`src/rtl/mxp_pkg.sv`:
```
package mxp_pkg;
    typedef enum logic [1:0] {
        OFS_PINS = 2'd0,
        OFS_MODE = 2'd1,
        OFS_OVAL = 2'd2,
        OFS_DRV  = 2'd3
    } ofs_e;
endpackage

```
`src/rtl/mxp_sync.sv`:
```
module mxp_sync #(
    parameter int WIDTH  = 8,
    parameter int STAGES = 2
) (
    input  logic             clk,
    input  logic             rst,
    input  logic [WIDTH-1:0] d,
    output logic [WIDTH-1:0] q
);
    localparam int LAST = STAGES - 1;

    logic [STAGES-1:0][WIDTH-1:0] sh_d, sh_q;

    always_comb begin
        sh_d[0] = d;
        for (int s = 1; s < STAGES; s++) begin
            sh_d[s] = sh_q[s-1];
        end
    end

    always_ff @(posedge clk) begin
        if (rst) sh_q <= '0;
        else     sh_q <= sh_d;
    end

    assign q = sh_q[LAST];

    generate
        if (STAGES > 1) begin : g_chk

            sync_shift_chk: assert property (@(posedge clk) disable iff (rst)
                (!rst) |=> (sh_q[LAST] == $past(sh_q[LAST-1])));
        end
    endgenerate
endmodule

```
`src/rtl/mxp_regs.sv`:
```
module mxp_regs #(
    parameter int WIDTH    = 8,
    parameter bit HAS_CTRL = 1'b1
) (
    input  logic             clk,
    input  logic             rst,
    input  logic             cs,
    input  logic [1:0]       addr,
    input  logic             wr,
    input  logic             rd,
    input  logic [WIDTH-1:0] wdata,
    input  logic [WIDTH-1:0] pins_sync,
    output logic [WIDTH-1:0] mode,
    output logic [WIDTH-1:0] oval,
    output logic [WIDTH-1:0] drv,
    output logic [WIDTH-1:0] rdata
);
    import mxp_pkg::*;

    typedef struct packed {
        logic [WIDTH-1:0] mode;
        logic [WIDTH-1:0] oval;
        logic [WIDTH-1:0] drv;
        logic [WIDTH-1:0] rdata;
    } regs_t;

    regs_t st_d, st_q;
    ofs_e  ofs;
    logic  wr_hit;
    logic  mode_we;

    assign ofs    = ofs_e'(addr);
    assign wr_hit = cs && wr;

    generate
        if (HAS_CTRL) begin : g_mode
            assign mode_we = wr_hit && (ofs == OFS_MODE);
        end else begin : g_nomode
            assign mode_we = 1'b0;
        end
    endgenerate

    always_comb begin
        st_d = st_q;
        if (mode_we) st_d.mode = wdata;
        if (wr_hit && ofs == OFS_OVAL) st_d.oval = wdata;
        if (wr_hit && ofs == OFS_DRV)  st_d.drv  = wdata;
        if (cs && rd) begin
            case (ofs)
                OFS_PINS: st_d.rdata = pins_sync;
                OFS_MODE: st_d.rdata = st_q.mode;
                OFS_OVAL: st_d.rdata = st_q.oval;
                default:  st_d.rdata = st_q.drv;
            endcase
        end
    end

    always_ff @(posedge clk) begin
        if (rst) st_q <= '0;
        else     st_q <= st_d;
    end

    assign mode  = st_q.mode;
    assign oval  = st_q.oval;
    assign drv   = st_q.drv;
    assign rdata = st_q.rdata;


    rst_clear_chk: assert property (@(posedge clk)
        rst |=> (st_q.mode == '0 && st_q.oval == '0 && st_q.drv == '0));


    drv_write_chk: assert property (@(posedge clk) disable iff (rst)
        (cs && wr && addr == 2'd3) |=> (drv == $past(wdata)));


    oval_readback_chk: assert property (@(posedge clk) disable iff (rst)
        (cs && rd && addr == 2'd2) |=> (rdata == $past(oval)));
endmodule

```
`src/rtl/mxp_pinmux.sv`:
```
module mxp_pinmux #(
    parameter int               WIDTH     = 8,
    parameter logic [WIDTH-1:0] JTAG_MASK = '0
) (
    input  logic [WIDTH-1:0] mode,
    input  logic [WIDTH-1:0] oval,
    input  logic [WIDTH-1:0] drv,
    input  logic [WIDTH-1:0] pla_out,
    input  logic [WIDTH-1:0] pla_oe,
    input  logic [WIDTH-1:0] addr_in,
    input  logic             periph_en,
    input  logic [WIDTH-1:0] periph_out,
    input  logic [WIDTH-1:0] periph_oe,
    input  logic             jtag_en,
    output logic [WIDTH-1:0] pin_out,
    output logic [WIDTH-1:0] pin_oe
);
    generate
        for (genvar i = 0; i < WIDTH; i++) begin : g_bit
            always_comb begin
                if (jtag_en && JTAG_MASK[i]) begin
                    pin_out[i] = 1'b0;
                    pin_oe[i]  = 1'b0;
                end else if (periph_en) begin
                    pin_out[i] = periph_out[i];
                    pin_oe[i]  = periph_oe[i];
                end else if (mode[i] && drv[i]) begin
                    pin_out[i] = addr_in[i];
                    pin_oe[i]  = 1'b1;
                end else if (mode[i]) begin
                    pin_out[i] = pla_out[i];
                    pin_oe[i]  = pla_oe[i];
                end else begin
                    pin_out[i] = oval[i];
                    pin_oe[i]  = drv[i] | pla_oe[i];
                end
            end
        end
    endgenerate
endmodule

```
`src/rtl/mcu_xp_port.sv`:
```
module mcu_xp_port #(
    parameter int               WIDTH     = 8,
    parameter bit               HAS_CTRL  = 1'b1,
    parameter logic [WIDTH-1:0] JTAG_MASK = 8'hF0,
    parameter int               SYNC_STG  = 2
) (
    input  logic             clk,
    input  logic             rst,
    input  logic             bus_cs,
    input  logic [1:0]       bus_addr,
    input  logic             bus_wr,
    input  logic             bus_rd,
    input  logic [WIDTH-1:0] bus_wdata,
    output logic [WIDTH-1:0] bus_rdata,
    input  logic [WIDTH-1:0] pla_out,
    input  logic [WIDTH-1:0] pla_oe,
    input  logic [WIDTH-1:0] addr_in,
    input  logic             periph_en,
    input  logic [WIDTH-1:0] periph_out,
    input  logic [WIDTH-1:0] periph_oe,
    input  logic             jtag_en,
    input  logic [WIDTH-1:0] pin_in,
    output logic [WIDTH-1:0] pin_out,
    output logic [WIDTH-1:0] pin_oe
);
    logic [WIDTH-1:0] pins_sync;
    logic [WIDTH-1:0] mode, oval, drv;

    mxp_sync #(.WIDTH(WIDTH), .STAGES(SYNC_STG)) u_sync (
        .clk(clk), .rst(rst), .d(pin_in), .q(pins_sync)
    );

    mxp_regs #(.WIDTH(WIDTH), .HAS_CTRL(HAS_CTRL)) u_regs (
        .clk(clk), .rst(rst), .cs(bus_cs), .addr(bus_addr), .wr(bus_wr),
        .rd(bus_rd), .wdata(bus_wdata), .pins_sync(pins_sync),
        .mode(mode), .oval(oval), .drv(drv), .rdata(bus_rdata)
    );

    mxp_pinmux #(.WIDTH(WIDTH), .JTAG_MASK(JTAG_MASK)) u_mux (
        .mode(mode), .oval(oval), .drv(drv), .pla_out(pla_out),
        .pla_oe(pla_oe), .addr_in(addr_in), .periph_en(periph_en),
        .periph_out(periph_out), .periph_oe(periph_oe), .jtag_en(jtag_en),
        .pin_out(pin_out), .pin_oe(pin_oe)
    );


    jtag_release_chk: assert property (@(posedge clk) disable iff (rst)
        jtag_en |-> ((pin_oe & JTAG_MASK) == '0 && (pin_out & JTAG_MASK) == '0));


    periph_priority_chk: assert property (@(posedge clk) disable iff (rst)
        (periph_en && !jtag_en) |-> (pin_oe == periph_oe && pin_out == periph_out));


    gpio_drive_chk: assert property (@(posedge clk) disable iff (rst)
        (!periph_en && !jtag_en && mode == '0) |-> (pin_oe == (drv | pla_oe)));


    no_mode_chk: assert property (@(posedge clk) disable iff (rst)
        (!HAS_CTRL) |-> (mode == '0));
endmodule

```
`config.mk`:
```
export PLATFORM = sky130hd
export DESIGN_NAME = mcu_xp_port
export DESIGN_NICKNAME = d
export VERILOG_FILES = /design/src/rtl/mxp_pkg.sv /design/src/rtl/mxp_sync.sv /design/src/rtl/mxp_regs.sv /design/src/rtl/mxp_pinmux.sv /design/src/rtl/mcu_xp_port.sv
export SDC_FILE = /design/constraint.sdc
export NUM_CORES = 1
export LEC_CHECK = 0
export CAP_MARGIN = 10
export CORE_MARGIN = 4
export CORE_UTILIZATION = 46
export DETAILED_ROUTE_END_ITERATION = 10
export GPL_TIMING_DRIVEN = 0
export PLACE_DENSITY = 0.84
export SLEW_MARGIN = 20
export SYNTH_ARGS = -nofsm -noshare
export SYNTH_HDL_FRONTEND = slang
export SYNTH_SLANG_ARGS = --single-unit
```
`constraint.sdc`:
```
create_clock -name clk -period 2.8 [get_ports clk]
set_input_delay 0.42 -clock clk [delete_from_list [all_inputs] [get_ports clk]]
set_output_delay 0.42 -clock clk [all_outputs]
set_load 0.03 [all_outputs]
```
Word level (Yosys, flattened, before mapping)
Cells that the tools add are included.

word-level totals
  register bits = 48
  word-level logic and storage cells = 88
  output and inout bits = 24
  input port bits = 65

operators by class
  bitwise operators = 8
  multiplexer cells = 57
  equality and inequality tests = 3
  reduce and logical (&&, ||, !) cells = 14

operators with widths
  cell                                                              count
  1-bit two-way mux                                                 56
  8-bit one-hot mux with 3 select lines                             1
  1-bit logical AND                                                 13
  1-bit bitwise OR                                                  8
  2-bit == test (second input constant)                             2
  2-bit by 1-bit == test with 1-bit output (second input constant)  1
  2-bit zero test                                                   1

Depth between registers and ports, before layout
Gate-level depths: netlist of run 1.

  depth after elaboration = 5
  depth in mapped cells = 5

Modules after synthesis
From an unflattened synthesis of run 1, not the netlist that was laid out.

unflattened totals
  cell total of the unflattened synthesis = 263
  area total of the unflattened synthesis = 2352.3 um^2

by module, submodules not included
  module      times used  area each (um^2)  sequential area each (um^2)  cells an instance
  mxp_regs    1           1428.9            640.6                        163
  mxp_sync    1           464.2             320.3                        33
  mxp_pinmux  1           459.2             0.0                          67

Least setup slack after synthesis of run 1
No wires, ideal clock.

  path kind = input to output
  start = input periph_en
  end = output pin_oe[4]
  slack = 0.941 ns
  stages on the path = 3
  path buffers = 1
  arrival = 1.439 ns
  required time = 2.380 ns
  cell sequence = clkbuf_1 nor3_1 nor3_1

between the ends
  word-level cells in the longest chain between the ends = 2

ends and longest elaborated chain
  what               line               RTL
  start, declared    mcu_xp_port.sv:18  input logic periph_en,
  1-bit two-way mux  mxp_pinmux.sv:24   end else if (periph_en) begin
  1-bit two-way mux  mxp_pinmux.sv:21   if (jtag_en && JTAG_MASK[i]) begin
  end, declared      mcu_xp_port.sv:24  output logic [WIDTH-1:0] pin_oe

Every way passes these cells.

Final worst setup path of run 1
  start = input periph_en
  end = output pin_out[6]

between the ends
  word-level cells in the longest chain between the ends = 2

ends and longest elaborated chain
  what               line               RTL
  1-bit two-way mux  mxp_pinmux.sv:24
  1-bit two-way mux  mxp_pinmux.sv:21
  end, declared      mcu_xp_port.sv:23  output logic [WIDTH-1:0] pin_out,

Every way passes these cells.

==> results of run 1 <==
path summary, 6_finish.rpt:
check | endpoint | slack (ps)
worst min-delay path | u_regs.rdata[3]$_SDFFE_PP0P_ | 440
worst max register to register | u_regs.rdata[7]$_SDFFE_PP0P_ | 1630
worst min register to register | u_regs.rdata[3]$_SDFFE_PP0P_ | 440
worst max-delay path | pin_out[6] | 90
power by group:
part / switching [uW] / internal [uW] / total, uW
sequential: 10.9 / 701 / 712
combinational: 120 / 148 / 268
clock: 246 / 269 / 515
total: 377 / 1120 / 1500
metrics by stage:
step / worst slack (ps) / util, % / cell area (sq um) / hold slack [ps]
floorplan: 941 / - / 2220 / 414
global placement: 82.0 / 69.8 / 3140 / 417
detailed placement: 64.2 / 69.8 / 3140 / 422
CTS: 55.3 / 72.3 / 3260 / 440
global route: 19.3 / 72.4 / 3260 / 451
finish: 91.9 / 72.4 / 3260 / 437
layout make-up:
cell class	count	area, sq um
multi-input cells	195	1170
flip-flops and latches	48	961
clock buffers	5	68.8
well taps	52	65.1
repair buffers	86	861
fillers	356	1240
plain buffers	16	82.6
clock inverters	3	46.3
inverters	1	3.75
synth_stat cells, drive strengths merged:
master and count:
nor3 8, a21oi 29, a222oi 1, nor2b 20, buf 7, mux2i 8, nor4bb 1, inv 1
nand2 70, a21o 4, clkbuf 9, mux2 16, nand4 1, and4 1, and4b 3, a211oi 4
nor2 12, o21ai 4, dfxtp 48, a22oi 7, a211o 4, nand4b 2
timing repair:
action / in CTS / in global routing
hold buffers: 0 / 0
gates resized for setup: 0 / 4
setup endpoints to repair: 0 / 9
registers in the layout, summed over array words and instances (netlist names):
signal	cells
u_regs.drv	8
u_regs.rdata	8
u_sync.q	8
u_sync.sh_d	8
u_regs.mode	8
u_regs.oval	8
worst max-delay path, delay by kind of cell:
kind	cells	cell delay, ps
buffers and inverters	3	1430
AO/OA/AOI/OAI	2	430
per-layer routing:
| layer | global-route usage [%] | up-vias | share of wire (%) |
|---|---|---|---|
| met4 | 9.61 | 0 | 2.7 |
| met5 | 0 | - | 0 |
| met2 | 35.7 | 82 | 48 |
| li1 | - | 1075 | - |
| met1 | 25.1 | 971 | 43 |
| met3 | 5.44 | 14 | 6.0 |
kinds of logic (layout without fill, tap and decap cells):
logic type | after synthesis | count (layout) | synth area share [%]
multiplexers | 24 | 24 | 12.9
buffers and inverters | 17 | 111 | 3.78
flip-flops | 48 | 48 | 43.3
AND/OR/NAND/NOR | 118 | 118 | 25.2
AO/OA/AOI/OAI | 53 | 53 | 14.8
==> reports/metrics.sh, run 1 <==
DRT-VIAS-PER-INSTANCE=5.28
LAYOUT.CELLS.MOST_COMMON='sky130_fd_sc_hd__clkdlybuf4s50_1'
MIN_FROM='u_regs.rdata[3]$_SDFFE_PP0P_'
CLOCK-SINKS=48
REG2REG_FROM='u_regs.drv[7]$_SDFFE_PP0P_'
WORST-SETUP-PATH-TYPE='in -> out'
RESULT_OF_THE_RUN='finished clean'
HOLD_PATH_CLASS='reg -> reg'
SHARE_OF_CELLS_ABOVE_DRIVE_STRENGTH_1_PCT=9.89
DRTITER0DRC=116
CHIPWIDTH_MICRONS=77.4
YOSYS_WARNINGS=0
MOSTFREQUENTLAYOUTCELLS='86 x sky130_fd_sc_hd__clkdlybuf4s50_1, 70 x sky130_fd_sc_hd__nand2_1, 48 x sky130_fd_sc_hd__dfxtp_1'
FF2FF_PATH_DEPTH=3
NUM_VIAS=2142
NUMPLACEDINSTANCES=398
CTS-BUFFERS-INSERTED=5
CRITICAL_PATH.MOST_COMMON_CELL='sky130_fd_sc_hd__clkdlybuf4s50_1'
GLOBALROUTE.TOTALOVERFLOW=0
STARTPOINT_TYPE='primary input'
LAUNCHING_ELEMENT_OF_THE_WORST_SETUP_PATH='periph_en'
FINAL-MAX-SLEW-VIOLATION-COUNT=0
YOSYS.CELL_TYPES.COUNT=26
PATH_CELLS='clkdlybuf4s50_1 > clkbuf_1 > a211o_1 > a21oi_1 > clkdlybuf4s50_1'
SYNTH_AREA_LEADERS='sky130_fd_sc_hd__dfxtp_1 43%, sky130_fd_sc_hd__nand2_1 12%, sky130_fd_sc_hd__a21oi_1 6.5%, sky130_fd_sc_hd__nor2b_1 5.6%, sky130_fd_sc_hd__mux2_4 4.7%'
GROUTE.USAGE.OVERALL_PCT=21.1
FINCLKSKEW_PS=11.8
CLOCK_TREE.ROOT_CELL='sky130_fd_sc_hd__clkbuf_8'
CP_DATA_REQUIRED_TIME_PS=2380
POWER_uW=1500
PIN_COUNT=89
LAYOUT-AREA-OVERHEAD-VS-SYNTH_PCT=47.1
POWER-PER-CELL-AREA_mW_PER_MM2=459
ROUTE.ANTENNA.REMAINING_NETS=0
HIGHEST_IR_DROP_SEEN_ON_VDD_mV=0.364
YOSYSTOPAREACELL='sky130_fd_sc_hd__dfxtp_1'
DETAILEDROUTE.FIRSTPASSITERATIONCOUNT=4
WORST-PATH-MAX-FANOUT=10
HTREE_LEVELS=2
SYN_AVG_CELL_AREA_SQ_UM=8.53
FINALSETUPVIOLCOUNT=0
PORT_BUFFERS=86
TIMING.CRITICAL_PATH.ARRIVAL_PS=2290
CLOCK.FMAX_MHz=369
WORST_SETUP_HOLD_PATH_CLK_SLEW_PS=80
FINAL-HOLD-VIOLATION-COUNT=0
CRITPATHCAPTURETYPE='output port'
FINAL.PERIOD_UTILIZATION_PCT=96.7
GRT_SETUP_UNREPAIRED='false'
CORE-AREA_SQ_MM=0.00450
ANTENNADIODECOUNT=0
POST_SYNTH_INST_COUNT=260
CTS_SETUP_BUFFERS=0
SYNTH_TOP_AREA_SHARE_PCT=43.3
DIEAREA_SQ_MM=0.00599
NUM-NETS-FINAL=418
GRT_ANTENNA_BEFORE_REPAIR=0
CORE.ROWCOUNT=24
DETAILEDPLACEMENTHPWL_MM=4.85
DIE_H_MICRONS=77.4
GRT_START_MAX_NET_PINS=17
FINALSETUPTNS_PS=0
INITIAL_CELL_DENSITY_OF_THE_CORE_PCT=49.2
TIMING.CRITICAL_PATH.SLOWEST_STAGE_CELL='sky130_fd_sc_hd__clkdlybuf4s50_1'
P_LEAK_uW=0.00125
GRT_FIRST_PASS_WIRELENGTH_MM=9.94
CTS_MAX_PATH_BUFS=2
GRT_PASS1_VIAS=2080
MAX_CAP_VIOLATIONS=0
POST_SYNTH_INSTANCE_AREA_SQ_MM=0.00222
WORST_PATH_LARGEST_CELL_DELAY_PS=680
HOLD-PATH-CELL-COUNT=2
CTS_TREE='built'
PORTION_OF_THE_POST_SYNTHESIS_AREA_USED_BY_SEQUENTIAL_ELEMENTS_PCT=43.3
MAX_SLEW.WORST_PIN.SLEW_PS=687
GP_CONGESTION=0.787
MAX-SLEW-MARGIN-REL_PCT=54.2
DRT_WL_TOTAL_MM=6.41
POST_LAYOUT_NONFILLER_INSTANCES=406
PERIOD_MINUS_SLACK_PS=2710
SYNTH.FF_LATCH_COUNT=48
SYNTH.NET_COUNT=325
CLK_LATENCY_PS=310
POST-ROUTE-DRC-COUNT=0
DRT-WIRELENGTH-PER-CELL_MICRONS=15.8
Power figures use the tool's default switching activity.
==> inputs of run 2 (changes only) <==
--- a/config.mk
+++ b/config.mk
@@ -6,10 +6,12 @@
 export NUM_CORES = 1
 export LEC_CHECK = 0
 export CAP_MARGIN = 10
+export CORE_ASPECT_RATIO = 0.8
 export CORE_MARGIN = 4
 export CORE_UTILIZATION = 46
 export DETAILED_ROUTE_END_ITERATION = 10
 export GPL_TIMING_DRIVEN = 0
+export MAX_ROUTING_LAYER = met4
 export PLACE_DENSITY = 0.84
 export SLEW_MARGIN = 20
 export SYNTH_ARGS = -nofsm -noshare
==> reports/metrics.sh, run 2 (synthesis gave the netlist of run 1 again) <==
TIMING.CRITICAL_PATH.ARRIVAL_PS=2280
DRT-VIAS-PER-INSTANCE=5.30
P_LEAK_uW=0.00127
TIMING.CRITICAL_PATH.TO='pin_out[6]'
POST_LAYOUT_NONFILLER_INSTANCES=413
CLK_LATENCY_PS=300
LAYOUT.CELLS.MOST_COMMON='sky130_fd_sc_hd__clkdlybuf4s50_1'
HTREE_LEVELS=2
GRT_FIRST_PASS_WIRELENGTH_MM=9.80
CTS-BUFFERS-INSERTED=5
GLOBALROUTE.TOTALOVERFLOW=0
CLOCK_TREE.ROOT_CELL='sky130_fd_sc_hd__clkbuf_8'
DETAILEDROUTE.FIRSTPASSITERATIONCOUNT=4
PLACEDINSTANCEAREA_SQ_MM=0.00315
CTS_SETUP_BUFFERS=0
REG2REG_FROM='u_regs.drv[7]$_SDFFE_PP0P_'
GP_CONGESTION=0.877
FF2FF_SETUP_SLACK_PS=1700
FINAL-MAX-SLEW-VIOLATION-COUNT=0
FF2FF_PATH_DEPTH=3
PATH_CELLS='clkdlybuf4s50_1 > clkbuf_1 > a211o_1 > a21oi_1 > clkdlybuf4s50_1'
CTS_MAX_PATH_BUFS=2
POWER-PER-CELL-AREA_mW_PER_MM2=473
LAYOUT.CELL_AREA.NON_FILLER_SQ_MM=0.00329
DETAILEDPLACEMENTHPWL_MM=4.75
DIEAREA_SQ_MM=0.00600
WORST_SETUP_HOLD_PATH_CLK_SLEW_PS=80
PORT_BUFFERS=86
GRT_ANTENNA_BEFORE_REPAIR=0
PERIOD_MINUS_SLACK_PS=2700
FINAL.PERIOD_UTILIZATION_PCT=96.5
HIGHEST_IR_DROP_SEEN_ON_VDD_mV=0.246
FINCLKSKEW_PS=4.99
SHARE_OF_CELLS_ABOVE_DRIVE_STRENGTH_1_PCT=9.35
MOSTFREQUENTLAYOUTCELLS='85 x sky130_fd_sc_hd__clkdlybuf4s50_1, 70 x sky130_fd_sc_hd__nand2_1, 48 x sky130_fd_sc_hd__dfxtp_1'
HOLD_PATH_CLASS='reg -> reg'
PIN_COUNT=89
CORE.ROWCOUNT=22
MAX_SLEW.WORST_PIN.SLEW_PS=721
GRT_START_MAX_NET_PINS=15
ROUTE.ANTENNA.REMAINING_NETS=0
GROUTE.USAGE.OVERALL_PCT=21.0
LAUNCHING_ELEMENT_OF_THE_WORST_SETUP_PATH='periph_en'
CORE-AREA_SQ_MM=0.00462
DRT_WL_TOTAL_MM=6.17
NUM-NETS-FINAL=418
FINAL-HOLD-VIOLATION-COUNT=0
LAYOUT-AREA-OVERHEAD-VS-SYNTH_PCT=48.2
FINALSETUPVIOLCOUNT=0
REG2REG_TO='u_regs.rdata[7]$_SDFFE_PP0P_'
MAX-SLEW-MARGIN-REL_PCT=51.9
STARTPOINT_TYPE='primary input'
CRITICAL_PATH_S_TOP_DELAY_FAMILY='buffers and inverters'
POST-ROUTE-DRC-COUNT=0
POWER_uW=1550
CRITICAL_PATH_BUF_INV_COUNT=3
DRT-WIRELENGTH-PER-CELL_MICRONS=14.9
RESULT_OF_THE_RUN='finished clean'
CLOCK.FMAX_MHz=370
MAX_CAP_VIOLATIONS=0
CTS_TREE='built'
CP_DATA_REQUIRED_TIME_PS=2380
TIMING.CRITICAL_PATH.SLOWEST_STAGE_CELL='sky130_fd_sc_hd__clkdlybuf4s50_1'
CRITPATHCAPTURETYPE='output port'
INITIAL_CELL_DENSITY_OF_THE_CORE_PCT=47.9
CRITICAL_PATH.MOST_COMMON_CELL='sky130_fd_sc_hd__clkdlybuf4s50_1'
NUM_VIAS=2188
FINALSETUPTNS_PS=0
CP.DEPTH=5
WORST-SETUP-PATH-TYPE='in -> out'
LAYOUT_SETUP_WS_PS=98.0
DIE_H_MICRONS=70.1
CHIPWIDTH_MICRONS=85.6
CLOCK-SINKS=48
WORST-PATH-MAX-FANOUT=10
FILLER_CELL_COUNT=381
PLACEMENT.SETUP.WORST_SLACK_PS=14.1
ANTENNADIODECOUNT=0
DRTITER0DRC=109
NUMPLACEDINSTANCES=406
GRT_PASS1_VIAS=2106
WORST_PATH_LARGEST_CELL_DELAY_PS=690
==> run 2: area by class of cell <==
type / count / area (sq um) / area share, %
clock buffer: 5 / 68.8 / 2.09
clock inverter: 2 / 60.1 / 1.83
multi-input combinational: 195 / 1170 / 35.7
inverter: 1 / 3.75 / 0.114
sequential: 48 / 961 / 29.2
tap: 60 / 75.1 / 2.28
timing repair buffer: 86 / 863 / 26.3
buffer: 16 / 81.3 / 2.48
==> run 2: worst min path at each step <==
| stage | start | endpoint | slack (ps) | cells past startpoint |
|---|---|---|---|---|
| 2_1_floorplan | u_sync.sh_d[8]$_SDFF_PP0_ | u_sync.q[0]$_SDFF_PP0_ | 410 | 1 |
| 3_3_place_gp | u_sync.sh_d[11]$_SDFF_PP0_ | u_sync.q[3]$_SDFF_PP0_ | 420 | 1 |
| 3_5_place_dp | u_sync.sh_d[15]$_SDFF_PP0_ | u_sync.q[7]$_SDFF_PP0_ | 430 | 1 |
| 4_1_cts | u_sync.sh_d[10]$_SDFF_PP0_ | u_sync.q[2]$_SDFF_PP0_ | 450 | 1 |
| 5_1_grt | u_sync.sh_d[10]$_SDFF_PP0_ | u_sync.q[2]$_SDFF_PP0_ | 460 | 1 |
| 6_report | u_regs.rdata[5]$_SDFFE_PP0P_ | u_regs.rdata[5]$_SDFFE_PP0P_ | 450 | 2 |
==> run 2: worst register-to-register path: cells and delay by family, from the launching register on <==
family	cells	cell delay, ps
flip-flops	1	370
AO/OA/AOI/OAI	1	290
multiplexers	1	270
buffers and inverters	1	60
==> run 2: per-layer routing <==
| metal | GRT usage (%) | up-vias | wire length, microns |
|---|---|---|---|
| met5 | - | - | 0 |
| met4 | 4.92 | 0 | 104 |
| met3 | 4.48 | 14 | 440 |
| met2 | 33.5 | 99 | 2940 |
| met1 | 27.1 | 1001 | 2690 |
| li1 | - | 1074 | - |
==> run 2: stage by stage <==
step / hold WS, ps / util [%]
after floorplan: 414 / -
after global routing: 456 / 71.0
final: 445 / 71.0
after global placement: 421 / 68.2
after detailed placement: 426 / 68.2
after CTS: 446 / 71.0
==> run 2: what timing repair did <==
item	CTS	global route
resized for setup	0	3
hold buffers	0	0
setup endpoints to repair	0	8
==> run 2: power by group <==
part / internal, uW / switching, uW / total [uW] / leakage [uW]
Clock: 351 / 222 / 574 / 0.0000642
Combinational: 148 / 119 / 267 / 0.000818
Sequential: 701 / 10.9 / 712 / 0.000391
Total: 1200 / 352 / 1550 / 0.00127
